File: config.mk
export PLATFORM = sky130hd
export DESIGN_NAME = phase_watchdog
export DESIGN_NICKNAME = d
export VERILOG_FILES = /design/src/rtl/pwd_pkg.sv /design/src/rtl/pwd_tick_gen.sv /design/src/rtl/pwd_phase_fsm.sv /design/src/rtl/phase_watchdog.sv
export SDC_FILE = /design/constraint.sdc
export NUM_CORES = 1
export LEC_CHECK = 0
export BUFFER_PORTS_ARGS = -buffer_cell sky130_fd_sc_hd__clkbuf_2
export CAP_MARGIN = 5
export CELL_PAD_IN_SITES_DETAIL_PLACEMENT = 1
export CELL_PAD_IN_SITES_GLOBAL_PLACEMENT = 2
export CORE_ASPECT_RATIO = 1.2
export CORE_MARGIN = 2
export CORE_UTILIZATION = 34
export DETAILED_ROUTE_END_ITERATION = 12
export HOLD_SLACK_MARGIN = 0.02
export MAX_ROUTING_LAYER = met4
export PLACE_DENSITY_LB_ADDON = 0.1
export SETUP_SLACK_MARGIN = 0.2
export SLEW_MARGIN = 30
export SYNTH_ARGS = -nofsm -noshare
export SYNTH_HDL_FRONTEND = slang
export SYNTH_SLANG_ARGS = --single-unit
File: constraint.sdc
create_clock -name clk -period 3.2 [get_ports clk]
set_clock_uncertainty 0.1 [all_clocks]
set_input_delay 0.8 -clock clk [delete_from_list [all_inputs] [get_ports clk]]
set_output_delay 0.8 -clock clk [all_outputs]
set_load 0.005 [all_outputs]
File: src/rtl/pwd_pkg.sv
package pwd_pkg;
    localparam int SCALE_W = 2;
    localparam int LIM_W   = 5;

    // word addresses
    localparam logic [1:0] ADR_KICK = 2'd0;
    localparam logic [1:0] ADR_STS  = 2'd1;
    localparam logic [1:0] ADR_CTL  = 2'd2;

    // field positions, decoded by software
    localparam int CTL_EN_BIT    = 31;
    localparam int CTL_SCALE_LSB = 29;
    localparam int CTL_L1_LSB    = 22;
    localparam int CTL_L2_LSB    = 15;
    localparam int STS_P1_BIT    = 31;
    localparam int STS_P2_BIT    = 30;

    localparam logic [1:0] TGT_SOC  = 2'd0;
    localparam logic [1:0] TGT_CPU  = 2'd1;
    localparam logic [1:0] TGT_SW   = 2'd2;

    typedef enum logic [1:0] {
        ST_IDLE,
        ST_PH1,
        ST_PH2,
        ST_DONE
    } pwd_state_e;
endpackage

File: src/rtl/pwd_tick_gen.sv
module pwd_tick_gen #(
    parameter int BASE_EXP = 25,
    parameter int SCALE_W  = 2
) (
    input  logic               clk,
    input  logic               rst_n,
    input  logic               run,
    input  logic               restart,
    input  logic [SCALE_W-1:0] scale,
    output logic               tick
);
    localparam int PRE_W = BASE_EXP + (2**SCALE_W) - 1;
    localparam logic [PRE_W-1:0]   PRE_ONES  = '1;
    localparam logic [SCALE_W-1:0] SCALE_TOP = '1;

    logic [PRE_W-1:0] pre;
    logic [PRE_W-1:0] limit;

    always_comb begin
        limit = PRE_ONES >> (SCALE_TOP - scale);
        tick  = run && (pre >= limit);
    end

    always_ff @(posedge clk or negedge rst_n) begin
        if (!rst_n)
            pre <= '0;
        else if (!run || restart || tick)
            pre <= '0;
        else
            pre <= pre + 1'b1;
    end

    AST_TICK_GAP: assert property (@(posedge clk) disable iff (!rst_n)
        tick |=> !tick);
    AST_NO_TICK_STOPPED: assert property (@(posedge clk) disable iff (!rst_n)
        !run |=> !tick);
endmodule

File: src/rtl/pwd_phase_fsm.sv
module pwd_phase_fsm
    import pwd_pkg::*;
#(
    parameter int LW = 5
) (
    input  logic          clk,
    input  logic          rst_n,
    input  logic          enable,
    input  logic          kick,
    input  logic          tick,
    input  logic [LW-1:0] lim1,
    input  logic [LW-1:0] lim2,
    input  logic [1:0]    target,
    output logic          run,
    output logic          locked,
    output logic          p1_fire,
    output logic          p2_fire,
    output logic          rst_soc,
    output logic          rst_cpu,
    output logic          rst_sw
);
    pwd_state_e state, nxt;
    logic [LW-1:0] cnt;
    logic          clr, inc;

    always_comb begin
        nxt     = state;
        clr     = 1'b0;
        inc     = 1'b0;
        p1_fire = 1'b0;
        p2_fire = 1'b0;
        unique case (state)
            ST_IDLE: begin
                if (enable) begin
                    nxt = ST_PH1;
                    clr = 1'b1;
                end
            end
            ST_PH1: begin
                if (!enable) begin
                    nxt = ST_IDLE;
                    clr = 1'b1;
                end else if (kick) begin
                    clr = 1'b1;
                end else if (tick) begin
                    if (cnt == lim1) begin
                        nxt     = ST_PH2;
                        clr     = 1'b1;
                        p1_fire = 1'b1;
                    end else begin
                        inc = 1'b1;
                    end
                end
            end
            ST_PH2: begin
                if (kick) begin
                    nxt = ST_PH1;
                    clr = 1'b1;
                end else if (tick) begin
                    if (cnt == lim2) begin
                        nxt     = ST_DONE;
                        clr     = 1'b1;
                        p2_fire = 1'b1;
                    end else begin
                        inc = 1'b1;
                    end
                end
            end
            ST_DONE: begin
                if (!enable)
                    nxt = ST_IDLE;
            end
        endcase
    end

    always_ff @(posedge clk or negedge rst_n) begin
        if (!rst_n) begin
            state <= ST_IDLE;
            cnt   <= '0;
        end else begin
            state <= nxt;
            if (clr)
                cnt <= '0;
            else if (inc)
                cnt <= cnt + 1'b1;
        end
    end

    always_ff @(posedge clk or negedge rst_n) begin
        if (!rst_n) begin
            rst_soc <= 1'b0;
            rst_cpu <= 1'b0;
            rst_sw  <= 1'b0;
        end else begin
            rst_soc <= p2_fire && (target == TGT_SOC);
            rst_cpu <= p2_fire && (target == TGT_CPU);
            rst_sw  <= p2_fire && (target == TGT_SW);
        end
    end

    assign run    = (state == ST_PH1) || (state == ST_PH2);
    assign locked = (state == ST_PH2);

    AST_LOCKOUT: assert property (@(posedge clk) disable iff (!rst_n)
        (state == ST_PH2 && !enable && !kick) |=> (state != ST_IDLE));
    AST_KICK_RESTART: assert property (@(posedge clk) disable iff (!rst_n)
        (kick && run && enable) |=> (state == ST_PH1));
    AST_DONE_HOLD: assert property (@(posedge clk) disable iff (!rst_n)
        (state == ST_DONE) |=> (state == ST_DONE || state == ST_IDLE));
endmodule

File: src/rtl/phase_watchdog.sv
module phase_watchdog
    import pwd_pkg::*;
#(
    parameter int BASE_EXP = 25
) (
    input  logic        clk,
    input  logic        rst_n,
    input  logic        wr_en,
    input  logic        rd_en,
    input  logic [1:0]  addr,
    input  logic [31:0] wdata,
    output logic [31:0] rdata,
    output logic        irq,
    output logic        rst_soc,
    output logic        rst_cpu,
    output logic        rst_sw
);
    logic               c_en;
    logic [SCALE_W-1:0] c_scale;
    logic [LIM_W-1:0]   c_l1, c_l2;
    logic [1:0]         c_tgt;
    logic               s_p1, s_p2;
    logic               kick, tick, run, locked, p1_fire, p2_fire;
    logic [31:0]        ctl_word;
    logic               wdata_unused;

    assign kick = wr_en && (addr == ADR_KICK) && wdata[31];
    assign wdata_unused = ^{wdata[28:27], wdata[21:20], wdata[14:2]};

    always_ff @(posedge clk or negedge rst_n) begin
        if (!rst_n) begin
            c_en    <= 1'b0;
            c_scale <= '0;
            c_l1    <= '0;
            c_l2    <= '0;
            c_tgt   <= TGT_CPU;
        end else if (wr_en && addr == ADR_CTL) begin
            c_en    <= wdata[CTL_EN_BIT];
            c_scale <= wdata[CTL_SCALE_LSB +: SCALE_W];
            c_l1    <= wdata[CTL_L1_LSB +: LIM_W];
            c_l2    <= wdata[CTL_L2_LSB +: LIM_W];
            c_tgt   <= wdata[1:0];
        end
    end

    always_ff @(posedge clk or negedge rst_n) begin
        if (!rst_n) begin
            s_p1 <= 1'b0;
            s_p2 <= 1'b0;
        end else begin
            s_p1 <= p1_fire || (s_p1 && !(wr_en && addr == ADR_STS && wdata[STS_P1_BIT]));
            s_p2 <= p2_fire || (s_p2 && !(wr_en && addr == ADR_STS && wdata[STS_P2_BIT]));
        end
    end

    always_comb begin
        ctl_word = '0;
        ctl_word[CTL_EN_BIT]                = c_en;
        ctl_word[CTL_SCALE_LSB +: SCALE_W]  = c_scale;
        ctl_word[CTL_L1_LSB +: LIM_W]       = c_l1;
        ctl_word[CTL_L2_LSB +: LIM_W]       = c_l2;
        ctl_word[1:0]                       = c_tgt;
    end

    always_ff @(posedge clk or negedge rst_n) begin
        if (!rst_n)
            rdata <= '0;
        else if (rd_en) begin
            case (addr)
                ADR_STS: rdata <= {s_p1, s_p2, 30'd0};
                ADR_CTL: rdata <= ctl_word;
                default: rdata <= '0;
            endcase
        end
    end

    pwd_tick_gen #(.BASE_EXP(BASE_EXP), .SCALE_W(SCALE_W)) u_tick (
        .clk(clk), .rst_n(rst_n), .run(run), .restart(kick),
        .scale(c_scale), .tick(tick)
    );

    pwd_phase_fsm #(.LW(LIM_W)) u_fsm (
        .clk(clk), .rst_n(rst_n), .enable(c_en), .kick(kick), .tick(tick),
        .lim1(c_l1), .lim2(c_l2), .target(c_tgt),
        .run(run), .locked(locked), .p1_fire(p1_fire), .p2_fire(p2_fire),
        .rst_soc(rst_soc), .rst_cpu(rst_cpu), .rst_sw(rst_sw)
    );

    assign irq = s_p1;

    AST_RST_ONEHOT: assert property (@(posedge clk) disable iff (!rst_n)
        $onehot0({rst_soc, rst_cpu, rst_sw}));
    AST_RST_PULSE: assert property (@(posedge clk) disable iff (!rst_n)
        (rst_soc || rst_cpu || rst_sw) |=> !(rst_soc || rst_cpu || rst_sw));
    AST_IRQ_ENTERS_PH2: assert property (@(posedge clk) disable iff (!rst_n)
        $rose(irq) |-> locked);
endmodule

==> results.cfg, run 1 <==
[critical_path]
cp-end-kind = flop
max_stage_delay_ns = 0.44
critPathMaxFanout = 6
path_cells = nand2_1, ha_1, nand3_1, nor3_1, a31o_4, nand4_1, a311oi_2, mux2_1
crit_required_ns = 3.31
arrival_ns = 2.60
crit_buf_inv = 0
r2r_slack_ns = 0.71
path_delay_family = compound AO/OA/AOI/OAI gates
cp-start-kind = flop
crit_type = flop to flop
cp_slowest_cell = dfrtp_1

[sta]
worst_slew_pin_slew_ns = 0.653
fin_crit_ns = 2.49
drv_slew = 0
setup_viol = 0
max_slew_margin_pct = 56.5
layout_setup_ws_ns = 0.709
fin_crit_sh_pct = 77.8
hold_violations = 0
finalSetupTns_ns = 0
max_freq_mhz = 401
rsz0062_at_grt = false

[die]
initial_core_util_pct = 34.7
io_pins = 74
core_area_um2 = 10500
die_w_um = 98.3
fp.dieH_um = 117
num_rows = 41
die_area_um2 = 11500

[final_layout]
multi_input_area_um2 = 1680
drive_gt1_share_pct = 20.7
syn_to_final_growth_pct = 16.9
nets = 452
diodes = 0
nFillCells = 1218
seq_area_um2 = 1750

[yosys]
synthFlopType = dfrtp_1
synthCells = 355
yosys.area.top_type = dfrtp_1
synth_top_cells_by_area = dfrtp_1 48%, mux2_2 5.0%, ha_1 4.8%
yosysUniqueCellTypes = 45
async_reset_ff_share_pct = 100
synth_area_um2 = 3630
synth.most_common_cell = dfrtp_1
synth_edf_count = 0
avgSynthCellArea_um2 = 10.2
ys_warn_count = 0
ys_seq_area_share_pct = 48.3
synth_common_cells = 69 x dfrtp_1, 40 x nor2_1, 33 x nand3_1
yosysTopAreaCellShare_pct = 47.6
synth-seq-cells = 70

[routing]
routedWlPerCell_um = 15.5
drt_wl_total_mm = 8.30
drt_pass1_iterations = 4
wl_met2_mm = 4.29
antenna_left = 0
drc_errors = 0
highest_layer = met4
met1_length_mm = 3.53
vias = 2625
vias_per_cell = 4.92
dr_wl_met3_um = 296
drt_iter0_markers = 69

[global_routing]
first_global_vias = 2795
grt_pass1_wl_mm = 14.1
antenna_found_initial = 0
gr-total-overflow = 0
grt_max_degree = 47
grtUsageTotal_pct = 16.3

[place]
gp_congestion = 0.773
dpl_worst_slack_ns = 0.546
place_hpwl_mm = 5.83
io_buffers = 39

[min_path]
hp-class = input pin to async pin

[power_and_ir_drop]
power.leakage_nw = 1.94
peakVddDrop_uv = 409
power_density_nw_per_um2 = 613

[clock_tree]
htree_num_levels = 3
cts_root_buf = clkbuf_16
cts_buffers = 9
cts.sinks = 70
cts_tree = yes
cts_hold_buf = 0
clk_latency_ns = 0.34
clockBufferDepth = 2
cts_resized = 0
post-cts-setup-buffer-count = 0
path_clk_slew_ns = 0.06

[flow_run]
drv_cap = 0

[run_status]
status = complete, no violations
[sequential cells by signal, indices dropped and copies added (netlist names), 2 cells and up]
| name | count |
|---|---|
| c_l1 | 5 |
| c_l2 | 5 |
| c_scale | 2 |
| c_tgt | 2 |
| rdata | 15 |
| u_fsm.cnt | 5 |
| u_fsm.state | 2 |
| u_tick.pre | 28 |
[routing by layer]
layer,GRT usage [%],vias up
met5,-,-
met4,7.67,0
met3,3.44,11
met2,28.1,40
met1,18.3,1304
li1,-,1270
[cell usage in the layout, fill, tap and decap left out, types with 3 or more instances in the layout]
cell type / count
xnor2_1: 18
buf_4: 4
nand2_1: 19
clkbuf_2: 38
clkbuf_1: 3
a21o_1: 3
and4_1: 3
dfrtp_1: 69
conb_1: 17
nor2_1: 40
and3_1: 3
o21ai_0: 15
inv_1: 24
o31ai_1: 3
a22oi_1: 3
mux2_2: 16
nor3_1: 5
ha_1: 14
xor2_1: 19
nand3_1: 33
a21oi_1: 4
clkbuf_16: 9
nand4_1: 9
[stage by stage]
stage          power [mW]  util, %  cells  hold WS (ns)  cell area (µm²)
2_1_floorplan        1.41        -    371         0.346             3690
3_3_place_gp         1.57     37.6    518         0.361             3930
3_5_place_dp         1.58     37.6    518         0.367             3930
4_1_cts              2.65     40.5    534         0.383             4240
5_1_grt              2.77     40.5    534         0.413             4240
6_report             2.60     40.5    534         0.369             4240
[cells by family after synthesis]
logic type | share of synthesized area (%)
muxes | 5.55
xor gates and xnor gates | 8.93
DFF | 48.3
AOI/OAI and AO/OA | 7.73
buffers and inverters | 6.97
adders and majority gates | 4.83
other | 0.103
and+or+nand+nor | 17.6
[final timing paths]
path,from,end,cells after the start
setup reg to reg,c_scale[1],u_fsm.state[1],8
hold / removal,rst_n,rdata[0],1
max in group asynchronous,rst_n,c_tgt[0],2
setup / recovery,c_scale[1],u_fsm.state[1],8
min in group clk,s_p2,s_p2,2
hold reg to reg,s_p2,s_p2,2
[report_power, final]
part	internal, mW	total [mW]	switching (mW)
sequential	0.964	1.05	0.0821
clock	0.682	1.05	0.373
combinational	0.192	0.499	0.307
[layout make-up]
| type | count | area share (%) |
|---|---|---|
| sequential | 70 | 41.3 |
| multi-input combinational | 251 | 39.7 |
| tap | 129 | 3.81 |
| timing repair buffer | 44 | 5.78 |
| clock inverter | 4 | 1.71 |
| inverter | 24 | 2.12 |
| clock buffer | 12 | 5.58 |
Power figures use the tool's default switching activity.
==> run 2: changes to the inputs <==
- ABC_AREA: unset -> 1
- CORE_UTILIZATION: 34 -> 29
- clock period: 3.2 -> 2.25 ns (I/O delays scaled with it)
==> run 2 against run 1 <==
Area after synthesis increased by 4.4%. Sequential share of layout area decreased by 4.1 points. First-iteration DRC count decreased by 2.9%. Die area increased by 21%. Routed wire length increased by 10%. Clock power increased by 36%. Clock-buffer cell count decreased by 3. Register-to-register slack got worse by 0.53 ns. Critical path depth increased by 6. Critical path type unchanged.
==> results.cfg, run 2 <==
[flow_run]
drv_cap = 0

[yosys]
avgSynthCellArea_um2 = 8.32
ys_seq_area_share_pct = 46.3
synthCells = 455
yosys.area.top_type = dfrtp_1
ys_warn_count = 0
synth_top_cells_by_area = dfrtp_1 46%, nand2_1 8.3%, inv_1 5.8%
synth.most_common_cell = nand2_1
synth_area_um2 = 3790
synthFlopType = dfrtp_1
synth_common_cells = 84 x nand2_1, 69 x dfrtp_1, 59 x inv_1
yosysUniqueCellTypes = 39
yosysTopAreaCellShare_pct = 45.6
async_reset_ff_share_pct = 100
synth_edf_count = 0
synth-seq-cells = 70

[clock_tree]
cts_root_buf = clkbuf_16
htree_num_levels = 3
cts_hold_buf = 0
clk_latency_ns = 0.34
cts_buffers = 9
clockBufferDepth = 2
cts.sinks = 70
cts_tree = yes
path_clk_slew_ns = 0.06

[sta]
setup_viol = 0
worst_slew_pin_slew_ns = 0.513
hold_violations = 0
fin_crit_sh_pct = 92.0
rsz0062_at_grt = true
max_freq_mhz = 483
drv_slew = 0
fin_crit_ns = 2.07
max_slew_margin_pct = 65.8

[die]
die_area_um2 = 14000
die_w_um = 108
num_rows = 45
core_area_um2 = 12700
initial_core_util_pct = 29.8
io_pins = 74
fp.dieH_um = 129

[critical_path]
cp-start-kind = flop
crit_buf_inv = 0
crit_required_ns = 2.42
timing.rr.start = c_scale[1]
crit_type = flop to flop
cp-end-kind = flop
path_delay_family = simple AND/OR/NAND/NOR gates
arrival_ns = 2.24
cp_slowest_cell = dfrtp_1
max_stage_delay_ns = 0.43
crit_top_cell = nand2_2
path_cells = nand2_2, ha_4, nand2_2, nor2_2, nand2_1, nor2_2, nand2_2, a21oi_4, nand2_4, nor2_4, nand3_2, nand2_2, nand2_2, nor2_2
critPathMaxFanout = 4
setup.worst_path.start = c_scale[1]

[final_layout]
seq_area_um2 = 1750
largest_reg_flops = 28
mostFrequentLayoutCells = 77 x nand2_1, 69 x dfrtp_1, 57 x inv_1, 47 x nor2_1, 38 x clkbuf_2
top_regs = u_tick.pre (28), rdata (15)
final_cell_area_um2 = 4700
nets = 568
multi_input_area_um2 = 1810
top_register = u_tick.pre
layout_commonest_cell = nand2_1
drive_gt1_share_pct = 25.1
stdcell_count = 685
diodes = 0
nFillCells = 1528
syn_to_final_growth_pct = 24.2

[routing]
routedWlPerCell_um = 13.4
vias = 3002
antenna_left = 0
drt_pass1_iterations = 3
drt_iter0_markers = 67
vias_per_cell = 4.38
drt_wl_total_mm = 9.16
drc_errors = 0

[global_routing]
grt_pass1_wl_mm = 15.2
gr-total-overflow = 0
grt_max_degree = 71
first_global_vias = 3121
grtUsageTotal_pct = 14.7
antenna_found_initial = 0

[place]
dp.cells = 655
dpl_cell_area_um2 = 4140
gp_congestion = 0.736
io_buffers = 39
place_hpwl_mm = 6.74

[min_path]
hp-class = input pin to async pin

[power_and_ir_drop]
peakVddDrop_uv = 290
power.leakage_nw = 2.25
power_density_nw_per_um2 = 810

[run_status]
status = complete, no violations
-- run 2: cell types whose count changed in the layout (fill, tap and decap cells not counted), sizes merged, moves of 6 or more --
cell and delta:
nand2 +70, inv +39, nor2 +18, buf +17, a21oi +15, xnor2 -14
o21ai +13, mux2 -12, nor3 +7, nand4 -6, xor2 -6
-- run 2: logic make-up (layout without fill, tap and decap cells) --
group                      count (synthesis)  in the layout  share of synthesized area [%]
AOI/OAI and AO/OA                         54             54                           8.13
xor gates and xnor gates                  17             17                           3.93
adders and majority gates                 14             14                           4.63
buffers and inverters                     91            141                           11.0
DFF                                       70             70                           46.3
muxes                                      6              6                           1.75
other                                      1             17                         0.0990
and+or+nand+nor                          202            202                           24.1
-- run 2: final cells by class --
| class | instances | share of cell area [%] |
|---|---|---|
| Clock buffer | 9 | 4.79 |
| Clock inverter | 7 | 1.60 |
| Inverter | 64 | 5.27 |
| Multi-Input combinational cell | 310 | 38.5 |
| Sequential cell | 70 | 37.3 |
| Tap cell | 164 | 4.36 |
| Timing Repair Buffer | 61 | 8.25 |
-- run 2: stage by stage --
| step | setup TNS, ns | util, % | setup slack (ns) | hold WS [ns] | total power [mW] |
|---|---|---|---|---|---|
| 6_report | 0 | 37.0 | 0.180 | 0.153 | 3.81 |
| 3_3_place_gp | -0.0119 | 32.5 | -0.0119 | 0.351 | 2.26 |
| 2_1_floorplan | 0 | - | 0.380 | 0.167 | 2.01 |
| 5_1_grt | 0 | 37.0 | 0.0249 | 0.181 | 4.08 |
| 3_5_place_dp | -0.0420 | 32.5 | -0.0223 | 0.356 | 2.27 |
| 4_1_cts | 0 | 35.6 | 0.187 | 0.174 | 3.84 |
-- run 2: path summary, 6_finish.rpt --
kind	slack (ns)	end	depth (start not counted)
max in group asynchronous	1.58	c_tgt[0]	2
min reg2reg	0.36	u_tick.pre[0]	1
min in group clk	0.35	c_l1[3]	2
max	0.18	u_fsm.cnt[4]	14
max reg2reg	0.18	u_fsm.cnt[4]	14
min	0.15	rdata[22]	2
-- run 2: what timing repair did --
item / CTS / global route
gates resized for setup: 10 / 27
endpoints found under the setup margin: 35 / 37
pin swaps: 2 / 16
hold endpoints to repair: 0 / 0
buffers inserted: 5 / 9
-- run 2: power breakdown --
part | switching, mW | internal (mW)
Clock | 0.571 | 0.859
Sequential | 0.0987 | 1.37
Combinational | 0.529 | 0.384
-- run 2: per-layer routing --
layer / part of all wire (%) / global-route usage (%)
met1: 44 / 16.5
met2: 52 / 25.4
met3: 2.6 / 3.37
met4: 1.5 / 5.20
met5: 0 / -
